--- src/rtl/tap_pkg.sv ---
package tap_pkg;

    typedef enum logic [3:0] {
        TS_RESET, TS_IDLE,
        TS_DR_SEL, TS_DR_CAP, TS_DR_SHIFT, TS_DR_EX1, TS_DR_PAUSE, TS_DR_EX2, TS_DR_UPD,
        TS_IR_SEL, TS_IR_CAP, TS_IR_SHIFT, TS_IR_EX1, TS_IR_PAUSE, TS_IR_EX2, TS_IR_UPD
    } tap_state_t;

    localparam int IR_W = 3;

    localparam logic [IR_W-1:0] OP_ZERO_HIZ = 3'b000;
    localparam logic [IR_W-1:0] OP_IDCODE   = 3'b001;
    localparam logic [IR_W-1:0] OP_SAMPLE_Z = 3'b010;
    localparam logic [IR_W-1:0] OP_SAMPLE   = 3'b100;
    localparam logic [IR_W-1:0] OP_BYPASS   = 3'b111;
    localparam logic [IR_W-1:0] IR_CAPTURE  = 3'b001;

    typedef enum logic [1:0] {
        SEL_BYPASS,
        SEL_ID,
        SEL_BSR
    } dr_sel_t;

endpackage

--- src/rtl/tap_fsm.sv ---
module tap_fsm
    import tap_pkg::*;
(
    input  logic       tck,
    input  logic       por_n,
    input  logic       tms,
    output tap_state_t state_o
);

    tap_state_t st_q;
    tap_state_t st_d;

    always_ff @(posedge tck or negedge por_n) begin
        if (!por_n) st_q <= TS_RESET;
        else        st_q <= st_d;
    end

    always_comb begin
        st_d = st_q;
        unique case (st_q)
            TS_RESET:    st_d = tms ? TS_RESET    : TS_IDLE;
            TS_IDLE:     st_d = tms ? TS_DR_SEL   : TS_IDLE;
            TS_DR_SEL:   st_d = tms ? TS_IR_SEL   : TS_DR_CAP;
            TS_DR_CAP:   st_d = tms ? TS_DR_EX1   : TS_DR_SHIFT;
            TS_DR_SHIFT: st_d = tms ? TS_DR_EX1   : TS_DR_SHIFT;
            TS_DR_EX1:   st_d = tms ? TS_DR_UPD   : TS_DR_PAUSE;
            TS_DR_PAUSE: st_d = tms ? TS_DR_EX2   : TS_DR_PAUSE;
            TS_DR_EX2:   st_d = tms ? TS_DR_UPD   : TS_DR_SHIFT;
            TS_DR_UPD:   st_d = tms ? TS_DR_SEL   : TS_IDLE;
            TS_IR_SEL:   st_d = tms ? TS_RESET    : TS_IR_CAP;
            TS_IR_CAP:   st_d = tms ? TS_IR_EX1   : TS_IR_SHIFT;
            TS_IR_SHIFT: st_d = tms ? TS_IR_EX1   : TS_IR_SHIFT;
            TS_IR_EX1:   st_d = tms ? TS_IR_UPD   : TS_IR_PAUSE;
            TS_IR_PAUSE: st_d = tms ? TS_IR_EX2   : TS_IR_PAUSE;
            TS_IR_EX2:   st_d = tms ? TS_IR_UPD   : TS_IR_SHIFT;
            TS_IR_UPD:   st_d = tms ? TS_DR_SEL   : TS_IDLE;
        endcase
    end

    assign state_o = st_q;

    // run of consecutive high mode-select edges, saturating, for checking only
    logic [2:0] hi_run_q;
    always_ff @(posedge tck or negedge por_n) begin
        if (!por_n)               hi_run_q <= '0;
        else if (!tms)            hi_run_q <= '0;
        else if (hi_run_q != 3'd7) hi_run_q <= hi_run_q + 3'd1;
    end

    // five high edges always land in reset
    a_r2_five_high_reset: assert property (@(posedge tck) disable iff (!por_n)
        (hi_run_q >= 3'd5) |-> (st_q == TS_RESET));

    // leaving capture with tms low enters the shift state
    a_r1_cap_to_shift: assert property (@(posedge tck) disable iff (!por_n)
        (st_q == TS_DR_CAP && !tms) |=> (st_q == TS_DR_SHIFT));

endmodule

--- src/rtl/tap_ir.sv ---
module tap_ir
    import tap_pkg::*;
(
    input  logic            tck,
    input  logic            por_n,
    input  tap_state_t      state_i,
    input  logic            tdi,
    output logic [IR_W-1:0] ir_o,
    output logic            sh_lsb_o
);

    logic [IR_W-1:0] sh_q;
    logic [IR_W-1:0] ir_q;

    always_ff @(posedge tck or negedge por_n) begin
        if (!por_n) begin
            sh_q <= IR_CAPTURE;
            ir_q <= OP_IDCODE;
        end else begin
            if (state_i == TS_IR_CAP)        sh_q <= IR_CAPTURE;
            else if (state_i == TS_IR_SHIFT) sh_q <= {tdi, sh_q[IR_W-1:1]};

            if (state_i == TS_RESET)         ir_q <= OP_IDCODE;
            else if (state_i == TS_IR_UPD)   ir_q <= sh_q;
        end
    end

    assign ir_o     = ir_q;
    assign sh_lsb_o = sh_q[0];

    // the active instruction moves only when update or reset is left
    a_r3_update_only: assert property (@(posedge tck) disable iff (!por_n)
        (state_i != TS_IR_UPD && state_i != TS_RESET) |=> $stable(ir_q));

    // an edge in reset leaves the identification code loaded
    a_r2_reset_loads_id: assert property (@(posedge tck) disable iff (!por_n)
        (state_i == TS_RESET) |=> (ir_q == OP_IDCODE));

endmodule

--- src/rtl/tap_dr.sv ---
module tap_dr
    import tap_pkg::*;
#(
    parameter int                 BSR_LEN  = 70,
    parameter logic [BSR_LEN-1:0] PH_MASK  = '0,
    parameter logic [31:0]        ID_VALUE = 32'h1
) (
    input  logic               tck,
    input  logic               por_n,
    input  tap_state_t         state_i,
    input  dr_sel_t            sel_i,
    input  logic               tdi,
    input  logic [BSR_LEN-1:0] pins_i,
    output logic               lsb_o
);

    logic               byp_q;
    logic [31:0]        id_q;
    logic [BSR_LEN-1:0] bsr_q;
    logic [BSR_LEN-1:0] bsr_cap;

    // placeholder cells read a constant 1, the rest follow their pin
    for (genvar gi = 0; gi < BSR_LEN; gi++) begin : g_cell
        if (PH_MASK[gi]) begin : g_ph
            assign bsr_cap[gi] = 1'b1;
        end else begin : g_pin
            assign bsr_cap[gi] = pins_i[gi];
        end
    end

    always_ff @(posedge tck or negedge por_n) begin
        if (!por_n) begin
            byp_q <= 1'b0;
            id_q  <= ID_VALUE;
            bsr_q <= '0;
        end else if (state_i == TS_DR_CAP) begin
            case (sel_i)
                SEL_ID:  id_q  <= ID_VALUE;
                SEL_BSR: bsr_q <= bsr_cap;
                default: byp_q <= 1'b0;
            endcase
        end else if (state_i == TS_DR_SHIFT) begin
            case (sel_i)
                SEL_ID:  id_q  <= {tdi, id_q[31:1]};
                SEL_BSR: bsr_q <= {tdi, bsr_q[BSR_LEN-1:1]};
                default: byp_q <= tdi;
            endcase
        end
    end

    always_comb begin
        case (sel_i)
            SEL_ID:  lsb_o = id_q[0];
            SEL_BSR: lsb_o = bsr_q[0];
            default: lsb_o = byp_q;
        endcase
    end

    // placeholder cells hold 1 right after a boundary capture
    a_r8_placeholder_one: assert property (@(posedge tck) disable iff (!por_n)
        (state_i == TS_DR_CAP && sel_i == SEL_BSR) |=> ((bsr_q & PH_MASK) == PH_MASK));

    // bypass capture yields 0
    a_r6_bypass_zero: assert property (@(posedge tck) disable iff (!por_n)
        (state_i == TS_DR_CAP && sel_i == SEL_BYPASS) |=> (byp_q == 1'b0));

    // update-DR leaves the boundary register untouched
    a_r9_upd_quiet: assert property (@(posedge tck) disable iff (!por_n)
        (state_i == TS_DR_UPD) |=> $stable(bsr_q));

endmodule

--- src/rtl/tap_port.sv ---
module tap_port
    import tap_pkg::*;
#(
    parameter int                 BSR_LEN    = 70,
    parameter logic [BSR_LEN-1:0] PH_MASK    = (BSR_LEN'(1) << 36) | (BSR_LEN'(1) << 51),
    parameter logic [10:0]        MFR_CODE   = 11'h15A,
    parameter logic [4:0]         WIDTH_CODE = 5'd5,
    parameter logic [4:0]         DEPTH_CODE = 5'd4,
    parameter logic [3:0]         REV_CODE   = 4'd2
) (
    input  logic               tck,
    input  logic               por_n,
    input  logic               tms,
    input  logic               tdi,
    input  logic [BSR_LEN-1:0] pin_state,
    output logic               tdo,
    output logic               tdo_en,
    output logic               core_hiz
);

    localparam logic [31:0] ID_VALUE = {REV_CODE, DEPTH_CODE, WIDTH_CODE, 6'b0, MFR_CODE, 1'b1};

    tap_state_t      st;
    logic [IR_W-1:0] ir;
    logic            ir_lsb;
    logic            dr_lsb;
    dr_sel_t         sel;

    tap_fsm u_fsm (
        .tck     (tck),
        .por_n   (por_n),
        .tms     (tms),
        .state_o (st)
    );

    tap_ir u_ir (
        .tck      (tck),
        .por_n    (por_n),
        .state_i  (st),
        .tdi      (tdi),
        .ir_o     (ir),
        .sh_lsb_o (ir_lsb)
    );

    tap_dr #(
        .BSR_LEN  (BSR_LEN),
        .PH_MASK  (PH_MASK),
        .ID_VALUE (ID_VALUE)
    ) u_dr (
        .tck     (tck),
        .por_n   (por_n),
        .state_i (st),
        .sel_i   (sel),
        .tdi     (tdi),
        .pins_i  (pin_state),
        .lsb_o   (dr_lsb)
    );

    always_comb begin
        case (ir)
            OP_IDCODE:                           sel = SEL_ID;
            OP_ZERO_HIZ, OP_SAMPLE_Z, OP_SAMPLE: sel = SEL_BSR;
            default:                             sel = SEL_BYPASS;
        endcase
    end

    assign core_hiz = (ir == OP_ZERO_HIZ) || (ir == OP_SAMPLE_Z);

    // serial output is retimed to the falling edge
    always_ff @(negedge tck or negedge por_n) begin
        if (!por_n) begin
            tdo    <= 1'b0;
            tdo_en <= 1'b0;
        end else if (st == TS_IR_SHIFT) begin
            tdo    <= ir_lsb;
            tdo_en <= 1'b1;
        end else if (st == TS_DR_SHIFT) begin
            tdo    <= dr_lsb;
            tdo_en <= 1'b1;
        end else begin
            tdo    <= 1'b0;
            tdo_en <= 1'b0;
        end
    end

    // at each rising edge the enable matches the shift states
    a_r10_en_in_shift: assert property (@(posedge tck) disable iff (!por_n)
        tdo_en == (st == TS_IR_SHIFT || st == TS_DR_SHIFT));

    // output float starts only out of update-IR
    a_r5_hiz_from_update: assert property (@(posedge tck) disable iff (!por_n)
        $rose(core_hiz) |-> ($past(st) == TS_IR_UPD));

    // update-DR does not move the output-disable line
    a_r9_hiz_stable_upd: assert property (@(posedge tck) disable iff (!por_n)
        (st == TS_DR_UPD) |=> $stable(core_hiz));

endmodule

--- config.mk ---
export PLATFORM = sky130hd
export DESIGN_NAME = tap_port
export DESIGN_NICKNAME = d
export VERILOG_FILES = /design/src/rtl/tap_pkg.sv /design/src/rtl/tap_fsm.sv /design/src/rtl/tap_ir.sv /design/src/rtl/tap_dr.sv /design/src/rtl/tap_port.sv
export SDC_FILE = /design/constraint.sdc
export NUM_CORES = 1
export LEC_CHECK = 0
export ABC_AREA = 1
export BUFFER_PORTS_ARGS = -buffer_cell sky130_fd_sc_hd__buf_2
export CAP_MARGIN = 25
export CORE_MARGIN = 4
export CORE_UTILIZATION = 60
export CTS_BUF_LIST = sky130_fd_sc_hd__clkbuf_4 sky130_fd_sc_hd__clkbuf_8
export CTS_CLUSTER_DIAMETER = 50
export DETAILED_ROUTE_END_ITERATION = 6
export GPL_TIMING_DRIVEN = 0
export PLACE_DENSITY = 0.83
export SYNTH_ARGS = -nofsm -noshare
export SYNTH_HDL_FRONTEND = slang
export SYNTH_SLANG_ARGS = --single-unit
--- constraint.sdc ---
create_clock -name tck -period 2.05 [get_ports tck]
set_input_delay 0.5125 -clock tck [delete_from_list [all_inputs] [get_ports tck]]
set_output_delay 0.5125 -clock tck [all_outputs]
set_load 0.02 [all_outputs]
==> run metrics <==
register area share after synthesis=52.3%; CTS tree=built; Slew Limit Headroom=68.0%; CTS buffer count=17; Mapped Nets=835; chip height=around 100 um; Post-synth EDFFs=0; synth-to-layout area growth=20.7%; Rows=34; Synth Cell Area=5530 um2; worst-margin pin slew=roughly 0.48 ns; Commonest cells post-synth=nand2_1, dfrtp_1, o21ai_0; clk sink count=roughly 120; critical path type=reg -> reg; DR vias/cell=5.14; Final Hold Fails=0; CP Launch Type=register; GRT Residual Overflow=0; most frequent cell after synthesis=nand2_1; FF/Latch Area=roughly 2900 um2; Placeable Area=between 8000 and 9000 um2; area share of the largest cell type after synthesis=a little under half; PwrDens=1420 nW/um2; max_cap viols=0; final setup skew=just over 0.04 ns; Yosys top cell by area=dfrtp_1; vias=a little over 5,000; Main synth FF type=dfrtp_1; # DRC=0; starting density of the core=between 60% and 70%; routed len/inst=roughly 13 um; Antenna Nets Post-Route=0; DR iter-0 viols=roughly 330; Syn Inst Count=759; RSZ-0062 raised after global routing=yes; area of the multi-input gates=between 2000 and 2500 um2; CTS root buf=clkbuf_8; Slew Limit Fails=0; Tightest Hold Check Type=in -> async; Synth area leaders=dfrtp_1, nand2_1, dfstp_2, o21ai_0, nor2_1; Syn Area/Cell=roughly 7.3 um2; gpl congestion=roughly 0.84; Worst-path clk slew=about 0.07 ns; count of different cell masters after synthesis=27; chip width=between 100 and 150 um; layout cell share with drive strength beyond 1=around a fifth; failing checks=negative setup slack; Die Area=roughly 11,000 um2; Post-Route WL=between 10,000 and 15,000 um; via count of the first global-routing pass=4,861; post-route worst setup slack=-0.596 ns; IO buf count=74; outcome=finished, violations left; CP Max Fanout=2; io pins=77; clock latency on the worst-skew pair=around 0.42 ns; first-pass GRT wire length=approximately 22,000 um; total power=roughly 0.0095 W; largest net degree at the start of global routing=66; CP Capture Type=register; fin nets=approximately 930; Critical Path AT=1.84 ns; clock tree buffer depth=2; TritonRoute pass-1 iters=5; H-tree depth=4; GRT Total Usage=24.6%; Yosys reg bits=between 100 and 150; final core occ=between 70 and 80%; fillcell total=632; Pleak=between 3 and 4 nW; VDD IR max=slightly above 0.8 mV; setup violators final=3; ant diodes=0; antenna violations before repair=0; ys async rst share=100%; Post-DP HPWL=about 8000 um; yosys warns=0; worst endpoint required time=1.24 ns
-- cell usage in the layout (no fill, tap or decap), types with 3 or more instances in the layout --
cell | Yosys | final
clkbuf_2 | 0 | 3
inv_2 | 3 | 7
bufinv_16 | 0 | 6
buf_4 | 9 | 14
nand3_1 | 7 | 6
clkbuf_8 | 0 | 19
o21ai_1 | 8 | 13
buf_6 | 4 | 7
nor2_1 | 24 | 22
inv_1 | 14 | 10
clkbuf_4 | 0 | 3
nand2_1 | 495 | 493
o21ai_0 | 34 | 29
buf_2 | 15 | 86
dfstp_2 | 12 | 12
clkinv_2 | 0 | 3
nand2_2 | 3 | 5
dfrtp_1 | 101 | 100
nor2_2 | 1 | 3
clkbuf_1 | 10 | 7
a21oi_1 | 4 | 3
-- worst max-delay path, cell delays in order, from the launching register on --
cell	delay [ns]
dfstp_2	0.55
inv_2	0.05
nor3_4	0.16
inv_2	0.07
ha_4	0.27
inv_2	0.04
o2111ai_2	0.17
o21ai_1	0.10
-- area by class of cell --
| class | instances | area share [%] |
|---|---|---|
| Buffer | 38 | 3.43 |
| Clock buffer | 22 | 4.26 |
| Clock inverter | 10 | 3.04 |
| Inverter | 18 | 1.05 |
| Multi-Input combinational cell | 588 | 36.0 |
| Sequential cell | 115 | 43.4 |
| Tap cell | 108 | 2.02 |
| Timing Repair Buffer | 80 | 6.81 |
-- final timing paths --
| path | depth (start not counted) | startpoint | to | slack [ns] |
|---|---|---|---|---|
| min in group tck | 3 | tdi | u_ir.sh_q[2] | 0.32 |
| min reg2reg | 2 | u_dr.bsr_q[12] | u_dr.bsr_q[12] | 0.48 |
| min | 1 | por_n | u_dr.id_q[14] | 0.02 |
| max in group asynchronous | 1 | por_n | tdo_en | 0.70 |
| max reg2reg | 7 | u_ir.ir_o[0] | tdo | -0.60 |
| max | 7 | u_ir.ir_o[0] | tdo | -0.60 |
-- cell families (layout without fill, tap and decap cells) --
group / after synthesis / count (layout) / share of synthesized area [%]
AND/OR/NAND/NOR: 536 / 536 / 37.2
flip-flops: 115 / 115 / 52.3
buffers and inverters: 56 / 168 / 5.34
AO/OA/AOI/OAI: 50 / 50 / 4.71
adder cells (fa/ha/maj): 2 / 2 / 0.452
-- per-layer routing --
| layer | routed length, um | global-route usage [%] | vias up |
|---|---|---|---|
| met5 | 0 | 0 | - |
| met4 | 187 | 8.64 | 0 |
| met3 | 675 | 4.53 | 19 |
| met2 | 6420 | 40.3 | 163 |
| met1 | 5490 | 33.2 | 2343 |
| li1 | - | - | 2511 |
-- stage by stage --
step / cells / instance area [um2] / worst slack (ns) / hold slack [ns] / TNS, ns
after floorplan: 759 / 5540 / -0.469 / 0.217 / -0.469
after global placement: 941 / 6040 / -1.78 / 0.461 / -96.48
after detailed placement: 942 / 6080 / -0.624 / 0.465 / -0.628
after CTS: 978 / 6620 / -0.620 / 0.0362 / -1.41
after global routing: 979 / 6670 / -0.677 / 0.0413 / -1.69
final: 979 / 6670 / -0.596 / 0.0249 / -1.36
-- flip-flops by register name, summed over array words and instances, names as in the netlist --
name / cells
u_dr.bsr_q: 70
u_dr.id_q: 32
u_fsm.state_o: 4
u_ir.ir_o: 3
u_ir.sh_q: 3
tdo: 1
tdo_en: 1
u_dr.byp_q: 1
-- power breakdown --
group,switching [W],internal [W]
registers,0.000569,0.00330
logic,0.00182,0.00119
clock network,0.000906,0.00167
-- what timing repair did --
action / in CTS / in global routing
gates resized for setup: 9 / 22
pin swaps: 3 / 4
endpoints found under the setup margin: 3 / 25
setup buffers: 4 / 1
hold buffers: 0 / 0
Note: power is estimated with default switching activity, not from simulation.
